### config.mk
export PLATFORM = sky130hd
export DESIGN_NAME = rtc_pwr_ctl
export DESIGN_NICKNAME = d
export VERILOG_FILES = /design/src/rtl/rtc_pwr_pkg.sv /design/src/rtl/rtc_edge_sync.sv /design/src/rtl/rtc_clr_seq.sv /design/src/rtl/rtc_ctrl_regs.sv /design/src/rtl/rtc_pwr_fsm.sv /design/src/rtl/rtc_pwr_ctl.sv
export SDC_FILE = /design/constraint.sdc
export NUM_CORES = 1
export LEC_CHECK = 0
export ABC_AREA = 0
export ABC_CLOCK_PERIOD_IN_PS = 1800
export BUFFER_PORTS_ARGS = -buffer_cell sky130_fd_sc_hd__buf_2
export CAP_MARGIN = 20
export CORE_UTILIZATION = 46
export DETAILED_ROUTE_END_ITERATION = 8
export GPL_ROUTABILITY_DRIVEN = 0
export PLACE_DENSITY = 0.77
export SLEW_MARGIN = 5
export SYNTH_ARGS = -nofsm -noshare
export SYNTH_HDL_FRONTEND = slang
export SYNTH_SLANG_ARGS = --single-unit
### constraint.sdc
create_clock -name clk -period 1.8 [get_ports clk]
set_clock_uncertainty 0.1 [all_clocks]
set_input_delay 0.18 -clock clk [delete_from_list [all_inputs] [get_ports clk]]
set_output_delay 0.18 -clock clk [all_outputs]
set_load 0.01 [all_outputs]
### src/rtl/rtc_pwr_pkg.sv
package rtc_pwr_pkg;

    // Control register bit positions
    localparam int B_KSE  = 0;
    localparam int B_WIE  = 1;
    localparam int B_RIE  = 2;
    localparam int B_PRS  = 3;
    localparam int B_RCE  = 4;
    localparam int B_XSEL = 5;
    localparam int B_E32  = 6;
    localparam int B_AUX  = 7;

    // Flag-clear select positions
    localparam int F_KICK = 0;
    localparam int F_WAKE = 1;
    localparam int F_RCLR = 2;

    typedef enum logic [1:0] {
        PM_MAIN      = 2'd0,
        PM_BATT      = 2'd1,
        PM_BATT_WAKE = 2'd2
    } pm_state_t;

    typedef enum logic [1:0] {
        CS_IDLE = 2'd0,
        CS_RUN  = 2'd1,
        CS_FIN  = 2'd2
    } clr_state_t;

endpackage

### src/rtl/rtc_edge_sync.sv
module rtc_edge_sync #(
    parameter int STAGES = 2
) (
    input  logic clk,
    input  logic rst_n,
    input  logic din_n,
    output logic fall
);
    localparam int LAST = STAGES - 1;

    logic [STAGES-1:0] sh_q;
    logic [STAGES-1:0] sh_d;
    logic              prev_q;

    // Shift the asynchronous level through the synchronizer chain
    generate
        if (STAGES == 1) begin : g_one
            always_comb sh_d = din_n;
        end else begin : g_many
            always_comb sh_d = {sh_q[STAGES-2:0], din_n};
        end
    endgenerate

    always_ff @(posedge clk or negedge rst_n) begin
        if (!rst_n) begin
            sh_q   <= '1;
            prev_q <= 1'b1;
        end else begin
            sh_q   <= sh_d;
            prev_q <= sh_q[LAST];
        end
    end

    assign fall = prev_q & ~sh_q[LAST];

endmodule

### src/rtl/rtc_clr_seq.sv
module rtc_clr_seq
    import rtc_pwr_pkg::*;
#(
    parameter int WORDS  = 114,
    parameter int AW     = 7,
    parameter int DATA_W = 8
) (
    input  logic              clk,
    input  logic              rst_n,
    input  logic              start,
    output logic              ram_we,
    output logic [AW-1:0]     ram_addr,
    output logic [DATA_W-1:0] ram_wdata,
    output logic              done
);
    localparam logic [AW-1:0] LAST_ADDR = AW'(WORDS - 1);

    clr_state_t state_q, state_d;
    logic [AW-1:0] cnt_q;

    // State register
    always_ff @(posedge clk or negedge rst_n) begin
        if (!rst_n) state_q <= CS_IDLE;
        else        state_q <= state_d;
    end

    // Next-state logic; requests outside CS_IDLE are dropped
    always_comb begin
        state_d = state_q;
        unique case (state_q)
            CS_IDLE: if (start) state_d = CS_RUN;
            CS_RUN:  if (cnt_q == LAST_ADDR) state_d = CS_FIN;
            CS_FIN:  state_d = CS_IDLE;
            default: state_d = CS_IDLE;
        endcase
    end

    // Address counter
    always_ff @(posedge clk or negedge rst_n) begin
        if (!rst_n)                cnt_q <= '0;
        else if (state_q == CS_RUN) cnt_q <= cnt_q + 1'b1;
        else                       cnt_q <= '0;
    end

    // Outputs
    always_comb begin
        ram_we = 1'b0;
        done   = 1'b0;
        unique case (state_q)
            CS_IDLE: ;
            CS_RUN:  ram_we = 1'b1;
            CS_FIN:  done   = 1'b1;
            default: ;
        endcase
    end

    assign ram_addr  = cnt_q;
    assign ram_wdata = '0;

endmodule

### src/rtl/rtc_ctrl_regs.sv
module rtc_ctrl_regs
    import rtc_pwr_pkg::*;
#(
    parameter logic [7:0] CTRL_ADDR = 8'h4B
) (
    input  logic       clk,
    input  logic       rst_n,
    input  logic [7:0] reg_addr,
    input  logic       reg_wr,
    input  logic [7:0] reg_wdata,
    output logic [7:0] reg_rdata,
    input  logic       sys_pwr_ok,
    input  logic       wake_evt,
    input  logic       kick_evt,
    input  logic       rclr_evt,
    input  logic       flag_clr,
    input  logic [2:0] flag_clr_sel,
    output logic [7:0] ctrl_q,
    output logic       wake_f,
    output logic       kick_f,
    output logic       rclr_f
);
    logic       sys_q;
    logic       hit;
    logic [7:0] ctrl_d;
    logic [2:0] clr_m;

    assign hit   = (reg_addr == CTRL_ADDR);
    assign clr_m = flag_clr ? flag_clr_sel : 3'b000;

    // A write loads the register; a supply rise then forces the 32 kHz enable on
    always_comb begin
        ctrl_d = ctrl_q;
        if (reg_wr && hit) ctrl_d = reg_wdata;
        if (sys_pwr_ok && !sys_q) ctrl_d[B_E32] = 1'b1;
    end

    always_ff @(posedge clk or negedge rst_n) begin
        if (!rst_n) begin
            ctrl_q <= '0;
            sys_q  <= 1'b0;
            wake_f <= 1'b0;
            kick_f <= 1'b0;
            rclr_f <= 1'b0;
        end else begin
            ctrl_q <= ctrl_d;
            sys_q  <= sys_pwr_ok;
            // A new event beats a clear in the same cycle
            wake_f <= wake_evt | (wake_f & ~clr_m[F_WAKE]);
            kick_f <= kick_evt | (kick_f & ~clr_m[F_KICK]);
            rclr_f <= rclr_evt | (rclr_f & ~clr_m[F_RCLR]);
        end
    end

    assign reg_rdata = hit ? ctrl_q : 8'h00;

endmodule

### src/rtl/rtc_pwr_fsm.sv
module rtc_pwr_fsm
    import rtc_pwr_pkg::*;
(
    input  logic clk,
    input  logic rst_n,
    input  logic sys_pwr_ok,
    input  logic wake_f,
    input  logic kick_f,
    input  logic rclr_f,
    input  logic en_wake,
    input  logic en_kick,
    input  logic en_rclr,
    input  logic keep_drive,
    output logic irq_n,
    output logic pwr_n,
    output logic pwr_oe
);
    pm_state_t state_q, state_d;
    logic pend_pwr;
    logic pend_irq;

    assign pend_pwr = (wake_f & en_wake) | (kick_f & en_kick);
    assign pend_irq = pend_pwr | (rclr_f & en_rclr);

    // State register
    always_ff @(posedge clk or negedge rst_n) begin
        if (!rst_n) state_q <= PM_MAIN;
        else        state_q <= state_d;
    end

    // Transitions
    always_comb begin
        state_d = state_q;
        unique case (state_q)
            PM_MAIN:
                if (!sys_pwr_ok) state_d = pend_pwr ? PM_BATT_WAKE : PM_BATT;
            PM_BATT:
                if (sys_pwr_ok)    state_d = PM_MAIN;
                else if (pend_pwr) state_d = PM_BATT_WAKE;
            PM_BATT_WAKE:
                if (sys_pwr_ok)     state_d = PM_MAIN;
                else if (!pend_pwr) state_d = PM_BATT;
            default: state_d = PM_MAIN;
        endcase
    end

    // Outputs
    always_comb begin
        irq_n  = 1'b1;
        pwr_n  = 1'b1;
        pwr_oe = 1'b1;
        unique case (state_q)
            PM_MAIN: begin
                irq_n = ~pend_irq;
                pwr_n = ~pend_pwr;
            end
            PM_BATT:
                pwr_oe = keep_drive;
            PM_BATT_WAKE:
                pwr_n = 1'b0;
            default: ;
        endcase
    end

endmodule

### src/rtl/rtc_pwr_ctl.sv
module rtc_pwr_ctl
    import rtc_pwr_pkg::*;
#(
    parameter logic [7:0] CTRL_ADDR   = 8'h4B,
    parameter int         RAM_WORDS   = 114,
    parameter int         DATA_W      = 8,
    parameter int         SYNC_STAGES = 2,
    localparam int        AW          = $clog2(RAM_WORDS)
) (
    input  logic              clk,
    input  logic              rst_n,
    input  logic [7:0]        reg_addr,
    input  logic              reg_wr,
    input  logic [7:0]        reg_wdata,
    output logic [7:0]        reg_rdata,
    input  logic              flag_clr,
    input  logic [2:0]        flag_clr_sel,
    input  logic              sys_pwr_ok,
    input  logic              wake_match,
    input  logic              kick_n,
    input  logic              rclr_n,
    output logic              irq_n,
    output logic              pwr_n,
    output logic              pwr_oe,
    output logic              ram_we,
    output logic [AW-1:0]     ram_addr,
    output logic [DATA_W-1:0] ram_wdata
);
    logic [7:0] ctrl_q;
    logic kick_fall, rclr_fall;
    logic wake_f, kick_f, rclr_f;
    logic clr_done;

    rtc_edge_sync #(.STAGES(SYNC_STAGES)) u_kick_sync (
        .clk(clk), .rst_n(rst_n), .din_n(kick_n), .fall(kick_fall)
    );

    rtc_edge_sync #(.STAGES(SYNC_STAGES)) u_rclr_sync (
        .clk(clk), .rst_n(rst_n), .din_n(rclr_n), .fall(rclr_fall)
    );

    rtc_ctrl_regs #(.CTRL_ADDR(CTRL_ADDR)) u_regs (
        .clk(clk), .rst_n(rst_n),
        .reg_addr(reg_addr), .reg_wr(reg_wr), .reg_wdata(reg_wdata),
        .reg_rdata(reg_rdata), .sys_pwr_ok(sys_pwr_ok),
        .wake_evt(wake_match), .kick_evt(kick_fall), .rclr_evt(clr_done),
        .flag_clr(flag_clr), .flag_clr_sel(flag_clr_sel),
        .ctrl_q(ctrl_q), .wake_f(wake_f), .kick_f(kick_f), .rclr_f(rclr_f)
    );

    rtc_clr_seq #(.WORDS(RAM_WORDS), .AW(AW), .DATA_W(DATA_W)) u_clr (
        .clk(clk), .rst_n(rst_n),
        .start(rclr_fall & ctrl_q[B_RCE]),
        .ram_we(ram_we), .ram_addr(ram_addr), .ram_wdata(ram_wdata),
        .done(clr_done)
    );

    rtc_pwr_fsm u_pwr (
        .clk(clk), .rst_n(rst_n), .sys_pwr_ok(sys_pwr_ok),
        .wake_f(wake_f), .kick_f(kick_f), .rclr_f(rclr_f),
        .en_wake(ctrl_q[B_WIE]), .en_kick(ctrl_q[B_KSE]),
        .en_rclr(ctrl_q[B_RIE]), .keep_drive(ctrl_q[B_PRS]),
        .irq_n(irq_n), .pwr_n(pwr_n), .pwr_oe(pwr_oe)
    );

endmodule

==> out/results.ini, run 1 <==
[setup_path]
crit_buf_inv=1
critPathKind=register to output port
cpPeakStageDelay_ns=0.38
start_kind=register
cp_data_arrival_time_ns=1.41
worst_path_max_delay_cell=dfrtp_1
critPathCaptureType=output port
worstPathMaxFanout=4
critPathTopFamily=flip-flops
cp_cell_sequence=a22o_1 > a21oi_1 > or3_1 > buf_2
cp.required_ns=1.52

[route]
num_vias=999
drt-initial-drc-count=8
detail-route-antenna-nets=0
drc=0
drt-pass1-iter-count=3
totalWireLength_um=2530
wire_per_inst_um=12.6
viasPerCell=4.97

[sta]
maxSlewViolCount=0
period_needed_ns=1.69
rsz0062_at_grt=no
setup_viol=0
setup_tns_ns=0
timing.final.crit_share_pct=93.8
hold_ws_ns=0.0297
max_freq_mhz=592
tightest_slew_ns=0.612
relSlewSlack_pct=59.2
hold_viol=0

[global_routing]
antenna_found_initial=0
grt_use_total_pct=19.5
grt_max_degree=30
grt_pass1_wl_um=3820
grt_pass1_vias=928
overflow=0

[layout]
fin_util_pct=67.4
area_growth_pct=34.9
nets=199
antennaDiodeCount=0
design_area_sq_um=1730
drive_above_1_share_pct=45.6

[clocking]
clockBufferDepth=2
postCtsSetupBuffers=0
cts_resized=0
cts_root_buf=clkbuf_4
clock_sinks=29
clk_pin_slew_worst_paths_ns=0.09
cts_max_level=2
clkLatencyLatePin_ns=0.32
hold_buffers=12
cts_tree=built
numCtsBuffers=5

[die]
die-area_sq_um=3010
die_x_um=54.8
num_io_pins=54
coreArea_sq_um=2570
start_util_pct=50.0
die_h_um=54.8
placementRows=18

[pwr]
powerDensity_nw_per_um2=901
p_leak_nw=0.916
max-vdd-ir-drop_uv=697

[placement]
io_buffers=45
place_hpwl_um=1770
placed_cell_area_sq_um=1510

[worst_hold_path]
min_path_type=input pin to register

[synth]
synth_edf_count=0
yosysWarnings=0
syn-cell-area_sq_um=1280
syn_area_per_cell_sq_um=11.9
synth_area_leader_cell=dfrtp_1
synthFlopType=dfrtp_1
synth_seq_cells=29
async_flop_share_pct=100
ys_types=30
netlist_instances=108
synth_seq_area_share_pct=57.1
synth.top_cell.area_share_pct=44.8
synthTopCellsByArea=dfrtp_1 (45%), dfstp_2 (12%), mux2_2 (6.1%), and3_2 (4.7%), buf_4 (4.7%)

[run_status]
run_status=complete, no violations

[flow_run]
max_cap_viol_count=0

-- stage by stage --
step           instances  worst slack (ns)  total power (W)
5_1_grt              201            0.0170          0.00164
2_1_floorplan        115             0.415         0.000825
3_5_place_dp         181             0.282         0.000897
6_report             201             0.111          0.00156
3_3_place_gp         181             0.324         0.000887
4_1_cts              201            0.0815          0.00157
-- state kept, by name, summed over array words and instances (netlist names) --
register	cells
u_regs.ctrl_q	8
u_clr.ram_addr	7
u_clr.state_q	2
u_kick_sync.sh_q	2
u_pwr.state_q	2
u_rclr_sync.sh_q	2
u_kick_sync.prev_q	1
u_rclr_sync.prev_q	1
u_regs.kick_f	1
u_regs.rclr_f	1
u_regs.sys_q	1
u_regs.wake_f	1
-- layout make-up --
type,instances,area [sq um]
fill,206,836
sequential,29,733
multi-input combinational,73,498
timing repair buffer,57,345
clock inverter,3,65.1
clock buffer,5,37.5
tap,30,37.5
inverter,4,15.0
-- cell usage in the layout, fill, tap and decap left out, types with 5 or more instances in the layout --
master | Yosys | routed
dlygate4sd3_1 | 0 | 12
dfstp_2 | 6 | 6
clkbuf_4 | 0 | 5
dfrtp_1 | 23 | 23
buf_2 | 0 | 45
nand2_1 | 9 | 9
nor2_1 | 8 | 8
conb_1 | 1 | 8
and3_2 | 8 | 8
mux2_2 | 7 | 7
-- power by group --
group	internal (W)	switching [W]
clock network	0.000430	0.000225
logic	0.0000868	0.0000930
registers	0.000694	0.0000308
total	0.00121	0.000349
-- synth_stat cells (3+ instances only) --
library cell  count
dfstp_2           6
dfrtp_1          23
or3_1             3
buf_4             8
a21oi_1           4
nand2_1           9
mux2_2            7
o21ai_0           4
inv_1             4
nor2_1            8
and3_2            8
-- kinds of logic after synthesis --
family          after synthesis  synth area share, %
simple gates                 39                 19.4
flops                        29                 57.1
mux                           8                 6.92
xor+xnor                      3                 2.05
compound gates               13                 6.14
other cells                   1                0.292
buf+inv                      13                 6.14
fa+ha+maj                     2                 1.95
-- routing by layer --
layer	routed length, um	part of all wire [%]	vias up	track usage, %
li1	-	-	478	-
met1	1010	40	465	19.0
met4	19	0.75	0	8.97
met3	218	8.6	2	8.33
met5	0	0	-	0
met2	1280	51	54	34.9
-- tightest hold or removal path: stages --
cell and delay, ns:
buf_2 0.08, nor2_1 0.04, mux2i_1 0.11
-- path summary, 6_finish.rpt --
path	cells after the start	slack, ns	endpoint	startpoint
worst max-delay path	4	0.11	irq_n	u_regs.ctrl_q[1]$_DFFE_PN0P_
worst min-delay path	3	0.03	u_regs.ctrl_q[6]$_DFFE_PN0P_	reg_wdata[6]
worst max register to register	4	0.37	u_clr.ram_addr[6]$_DFF_PN0_	u_clr.ram_addr[0]$_DFF_PN0_
min in group asynchronous	2	0.30	u_pwr.state_q[0]$_DFFE_PN0P_	rst_n
worst min register to register	0	0.26	u_kick_sync.sh_q[1]$_DFF_PN1_	u_kick_sync.sh_q[0]$_DFF_PN1_
max in group asynchronous	2	0.89	u_clr.ram_addr[4]$_DFF_PN0_	rst_n
No activity file was read; power rests on OpenSTA's default activity.
==> run 2, diff against run 1 <==
--- a/config.mk
+++ b/config.mk
@@ -12,7 +12,8 @@
 export CORE_UTILIZATION = 46
 export DETAILED_ROUTE_END_ITERATION = 8
 export GPL_ROUTABILITY_DRIVEN = 0
-export PLACE_DENSITY = 0.77
+export GPL_TIMING_DRIVEN = 0
+export PLACE_DENSITY = 0.78
 export SLEW_MARGIN = 5
 export SYNTH_ARGS = -nofsm -noshare
 export SYNTH_HDL_FRONTEND = slang
==> run 2 against run 1 <==
  * Clock power fell by 33%
  * Highest routed layer unchanged
  * Routed wire length rose by 0.95%
  * Largest cell class unchanged
  * Critical path depth did not move
  * Die area did not move
==> out/results.ini, run 2 (synthesis gave the netlist of run 1 again) <==
[run_status]
run_status=complete, no violations

[die]
die-area_sq_um=3010  ; unchanged
coreArea_sq_um=2570  ; unchanged
placementRows=18  ; unchanged
start_util_pct=50.0  ; unchanged
die_x_um=54.8  ; unchanged
die_h_um=54.8  ; unchanged
num_io_pins=54  ; unchanged

[setup_path]
start_kind=register
critPathKind=register to output port
worst_path_max_delay_cell=dfrtp_1
critPathCaptureType=output port
cp.required_ns=1.52  ; about the same
cp_cell_sequence=a22o_1 > a21oi_1 > or3_1 > buf_2
worstPathMaxFanout=4  ; unchanged
cpPeakStageDelay_ns=0.37  ; about the same
cp_data_arrival_time_ns=1.38  ; -0.03 ns

[layout]
largest_reg_flops=8  ; unchanged
fin_cells=210  ; +4.5%
antennaDiodeCount=0  ; unchanged
nets=208  ; +4.5%
fin_util_pct=68.7  ; +1.2 points
drive_above_1_share_pct=47.8  ; +2.2 points
layout_commonest_cell=buf_2
area_growth_pct=37.3
final_cell_mix=buf_2 (45), dfrtp_1 (23), dlygate4sd3_1 (12)
regMostFlops=u_regs.ctrl_q

[global_routing]
overflow=0  ; unchanged
grt_max_degree=30  ; unchanged
antenna_found_initial=0  ; unchanged
grt_pass1_vias=956  ; +3.0%
grt_use_total_pct=19.5  ; about the same
grt_pass1_wl_um=3840  ; +0.37%

[flow_run]
max_cap_viol_count=0  ; unchanged

[clocking]
clock_sinks=29  ; unchanged
cts_root_buf=clkbuf_4
hold_buffers=12  ; unchanged
numCtsBuffers=5  ; unchanged
cts_max_level=2  ; unchanged
clockBufferDepth=2  ; unchanged
clk_pin_slew_worst_paths_ns=0.09  ; about the same
clkLatencyLatePin_ns=0.32  ; about the same
postCtsSetupBuffers=0  ; unchanged
cts_resized=0  ; unchanged
cts_tree=built

[placement]
place_hpwl_um=1740  ; -1.6%
dpl.cell_count=190  ; +5.0%
post-place-ws_ns=0.231  ; -0.0516 ns
io_buffers=45  ; unchanged

[route]
drc=0  ; unchanged
wire_per_inst_um=12.1  ; -3.4%
viasPerCell=4.86  ; -2.3%
drt-pass1-iter-count=4  ; +1
detail-route-antenna-nets=0  ; unchanged
num_vias=1020  ; +2.1%
totalWireLength_um=2550  ; +0.95%
drt-initial-drc-count=2  ; -6

[pwr]
powerDensity_nw_per_um2=768  ; -15%
max-vdd-ir-drop_uv=663  ; -4.9%
p_leak_nw=0.947  ; +3.4%

[sta]
timing.final.crit_share_pct=92.4  ; -1.4 points
setup_viol=0  ; unchanged
maxSlewViolCount=0  ; unchanged
period_needed_ns=1.66  ; -0.0260 ns
hold_viol=0  ; unchanged
setup_tns_ns=0  ; unchanged
relSlewSlack_pct=59.0  ; -0.17 points
tightest_slew_ns=0.614  ; +0.00251 ns
max_freq_mhz=601  ; +1.6%
hold_ws_ns=0.0383  ; +0.00863 ns
rsz0062_at_grt=no
fin_ws_ns=0.137  ; +0.0260 ns

[worst_hold_path]
min_path_type=input pin to register

==> run 2: cell count changes in the layout (fill, tap and decap cells not counted) <==
cell | before | now
buf_4 | 0 | 8
bufinv_16 | 2 | 0
clkbuf_8 | 0 | 2
clkbuf_1 | 0 | 1
==> run 2: layout make-up <==
class,count,area (sq um)
well taps,30,37.5
plain buffers,9,63.8
clock buffers,7,65.1
fillers,198,805
repair buffers,57,345
flip-flops and latches,29,733
clock inverters,1,5.00
inverters,4,15.0
multi-input cells,73,498
==> run 2: worst max-delay path: cells and delay by family (launching register included) <==
kind                   cells  cell delay, ns
DFF                        1            0.37
buffers and inverters      1            0.14
AOI/OAI and AO/OA          2            0.25
and+or+nand+nor            1            0.30
==> run 2: path summary, 6_finish.rpt <==
check | slack (ns) | cells after the start | from | end
max | 0.14 | 4 | u_regs.ctrl_q[1]$_DFFE_PN0P_ | irq_n
max in group asynchronous | 0.90 | 2 | rst_n | u_clr.state_q[1]$_DFFE_PN0P_
max reg2reg | 0.34 | 4 | u_clr.ram_addr[0]$_DFF_PN0_ | u_clr.ram_addr[6]$_DFF_PN0_
min | 0.04 | 4 | flag_clr_sel[0] | u_regs.kick_f$_DFF_PN0_
min reg2reg | 0.26 | 0 | u_rclr_sync.sh_q[0]$_DFF_PN1_ | u_rclr_sync.sh_q[1]$_DFF_PN1_
min in group asynchronous | 0.30 | 2 | rst_n | u_pwr.state_q[1]$_DFFE_PN0P_
==> run 2: per-layer routing <==
metal | up-vias | wire, um | share of wire, % | GRT usage [%]
met5 | - | 0 | 0 | 0
met4 | 0 | 44 | 1.7 | 10.3
met3 | 7 | 228 | 8.9 | 7.50
met2 | 50 | 1270 | 50 | 35.1
met1 | 466 | 1010 | 40 | 18.8
li1 | 497 | - | - | -
==> run 2: stage by stage <==
step                total power [W]  instance area (sq um)
floorplan                  0.000825                   1310
global placement           0.000900                   1570
detailed placement         0.000909                   1570
CTS                         0.00137                   1760
global route                0.00144                   1760
finish                      0.00135                   1760
==> run 2: report_power, final <==
part | switching (W) | leakage (nW) | internal (W)
combinational | 0.0000942 | 0.541 | 0.0000968
sequential | 0.0000302 | 0.365 | 0.000694
clock | 0.000213 | 0.0413 | 0.000226
==> run 3, diff against run 2 <==
--- a/config.mk
+++ b/config.mk
@@ -7,13 +7,13 @@
 export LEC_CHECK = 0
 export ABC_AREA = 0
 export ABC_CLOCK_PERIOD_IN_PS = 1800
-export BUFFER_PORTS_ARGS = -buffer_cell sky130_fd_sc_hd__buf_2
 export CAP_MARGIN = 20
-export CORE_UTILIZATION = 46
+export CORE_UTILIZATION = 50
 export DETAILED_ROUTE_END_ITERATION = 8
+export DONT_BUFFER_PORTS = 1
 export GPL_ROUTABILITY_DRIVEN = 0
 export GPL_TIMING_DRIVEN = 0
-export PLACE_DENSITY = 0.78
+export PLACE_DENSITY = 0.76
 export SLEW_MARGIN = 5
 export SYNTH_ARGS = -nofsm -noshare
 export SYNTH_HDL_FRONTEND = slang
==> run 3 against run 2 <==
  * Clock-buffer cell count increased by 1
  * Fmax increased by 5.1%
  * Sequential share of layout area increased by 4.4 points
  * Highest routed layer unchanged
  * Cell area decreased by 9.6%
  * Register-to-register slack got worse by 0.06 ns
  * Hold slack improved by 0.017 ns
==> out/results.ini, run 3 (synthesis gave the netlist of run 1 again) <==
[setup_path]
cp_cell_sequence=a22o_1 > a21oi_1 > or3_1
cpPeakStageDelay_ns=0.38  ; about the same
crit_buf_inv=0  ; -1
worstPathMaxFanout=4  ; unchanged
critPathKind=register to output port
cp.required_ns=1.52  ; about the same
worst_path_max_delay_cell=dfrtp_1
critPathCaptureType=output port
critPathTopFamily=flip-flops
start_kind=register
cp_data_arrival_time_ns=1.30  ; -0.08 ns

[clocking]
clkLatencyLatePin_ns=0.31  ; about the same
clk_pin_slew_worst_paths_ns=0.08  ; about the same
cts_root_buf=clkbuf_4
cts_resized=0  ; unchanged
clockBufferDepth=2  ; unchanged
cts_max_level=2  ; unchanged
hold_buffers=19  ; +7
numCtsBuffers=5  ; unchanged
postCtsSetupBuffers=0  ; unchanged
cts_tree=built
clock_sinks=29  ; unchanged

[pwr]
p_clk_share_pct=28.3  ; -4.1 points
power_frac_comb_pct=12.5  ; -1.6 points
switching_share_pct=24.9  ; +0.026 points
powerDensity_nw_per_um2=774  ; +0.75%
p_sw_w=0.000308  ; -8.8%
p_int_w=0.000926  ; -8.9%
p_leak_nw=0.762  ; -20%
max-vdd-ir-drop_uv=537  ; -19%
seqPwrFrac_pct=59.2  ; +5.7 points

[die]
die_h_um=52.7  ; -3.9%
die-area_sq_um=2770  ; -7.7%
die_x_um=52.7  ; -3.9%
num_io_pins=54  ; unchanged
start_util_pct=55.4  ; +5.4 points
coreArea_sq_um=2320  ; -9.7%
placementRows=17  ; -1

[placement]
post-place-ws_ns=0.298  ; +0.0675 ns
io_buffers=0  ; -100%
place_hpwl_um=1550  ; -11%

[worst_hold_path]
min_path_type=input pin to register

[global_routing]
grt_use_total_pct=19.7  ; +0.22 points
grt_max_degree=30  ; unchanged
overflow=0  ; unchanged
antenna_found_initial=0  ; unchanged
grt_pass1_vias=847  ; -11%
grt_pass1_wl_um=3660  ; -4.7%

[layout]
seq_area_sq_um=733  ; unchanged
drive_above_1_share_pct=27.5  ; -20 points
final_cell_mix=dfrtp_1 (23), dlygate4sd3_1 (18), nand2_1 (9)
area_growth_pct=24.2
regMostFlops=u_regs.ctrl_q
fin_util_pct=68.8  ; +0.089 points
largest_reg_flops=8  ; unchanged
fill_cells=169  ; -15%
multi_input_comb_area_sq_um=498  ; unchanged
antennaDiodeCount=0  ; unchanged
nets=170  ; -18%
layout_commonest_cell=dfrtp_1

[sta]
setup_tns_ns=0  ; unchanged
hold_ws_ns=0.0556  ; +0.0173 ns
period_needed_ns=1.58  ; -0.0811 ns
setup_viol=0  ; unchanged
timing.final.crit_share_pct=87.9  ; -4.5 points
max_freq_mhz=632  ; +5.1%
maxSlewViolCount=0  ; unchanged
rsz0062_at_grt=no
fin_ws_ns=0.218  ; +0.0811 ns
hold_viol=0  ; unchanged

[route]
viasPerCell=5.13  ; +5.6%
wire_per_inst_um=13.9  ; +15%
totalWireLength_um=2370  ; -7.2%
drt-initial-drc-count=0  ; -2
num_vias=872  ; -15%
drc=0  ; unchanged
drt-pass1-iter-count=1  ; -3
detail-route-antenna-nets=0  ; unchanged

[run_status]
run_status=complete, no violations

[flow_run]
max_cap_viol_count=0  ; unchanged

[run 3: cell count changes in the layout (fill, tap and decap cells not counted), sizes merged]
cell and change:
clkinv -1, dlygate4sd3 +6, buf -44, clkbuf +1
[run 3: area by class of cell]
| class | instances | area share (%) |
|---|---|---|
| clock buffer | 8 | 3.06 |
| timing repair buffer | 19 | 12.6 |
| buffer | 9 | 4.00 |
| tap | 28 | 2.20 |
| sequential | 29 | 46.0 |
| multi-input combinational | 73 | 31.2 |
| inverter | 4 | 0.942 |
[run 3: through the flow]
step | std cells | total power [W] | cell area (sq um)
final | 170 | 0.00123 | 1590
after global routing | 170 | 0.00132 | 1590
after CTS | 170 | 0.00126 | 1590
after detailed placement | 143 | 0.000847 | 1350
after global placement | 143 | 0.000843 | 1350
after floorplan | 115 | 0.000825 | 1310
[run 3: power groups by stage]
stage	registers, W	logic [W]	clock network [W]
after floorplan	0.000734	0.0000913	0
after global placement	0.000742	0.000101	0
after detailed placement	0.000744	0.000104	0
after CTS	0.000731	0.000154	0.000373
after global routing	0.000737	0.000172	0.000406
final	0.000731	0.000154	0.000350
[run 3: routing by layer]
| metal | share of wire (%) | GRT usage (%) | routed length (um) | vias up |
|---|---|---|---|---|
| met2 | 51 | 34.6 | 1200 | 50 |
| met1 | 38 | 18.9 | 901 | 399 |
| met4 | 0.80 | 9.21 | 19 | 0 |
| li1 | - | - | - | 421 |
| met3 | 10 | 9.86 | 244 | 2 |
| met5 | 0 | 0 | 0 | - |
[run 3: final timing paths]
| path | start | to | slack [ns] | cells after the start |
|---|---|---|---|---|
| min reg2reg | u_kick_sync.sh_q[0]$_DFF_PN1_ | u_kick_sync.sh_q[1]$_DFF_PN1_ | 0.26 | 0 |
| max | u_regs.ctrl_q[1]$_DFFE_PN0P_ | irq_n | 0.22 | 3 |
| max in group asynchronous | rst_n | u_rclr_sync.sh_q[0]$_DFF_PN1_ | 1.16 | 2 |
| max reg2reg | u_clr.ram_addr[0]$_DFF_PN0_ | u_clr.ram_addr[6]$_DFF_PN0_ | 0.28 | 4 |
| min in group asynchronous | rst_n | u_clr.ram_addr[5]$_DFF_PN0_ | 0.20 | 2 |
| min | reg_wr | u_regs.ctrl_q[4]$_DFFE_PN0P_ | 0.06 | 2 |
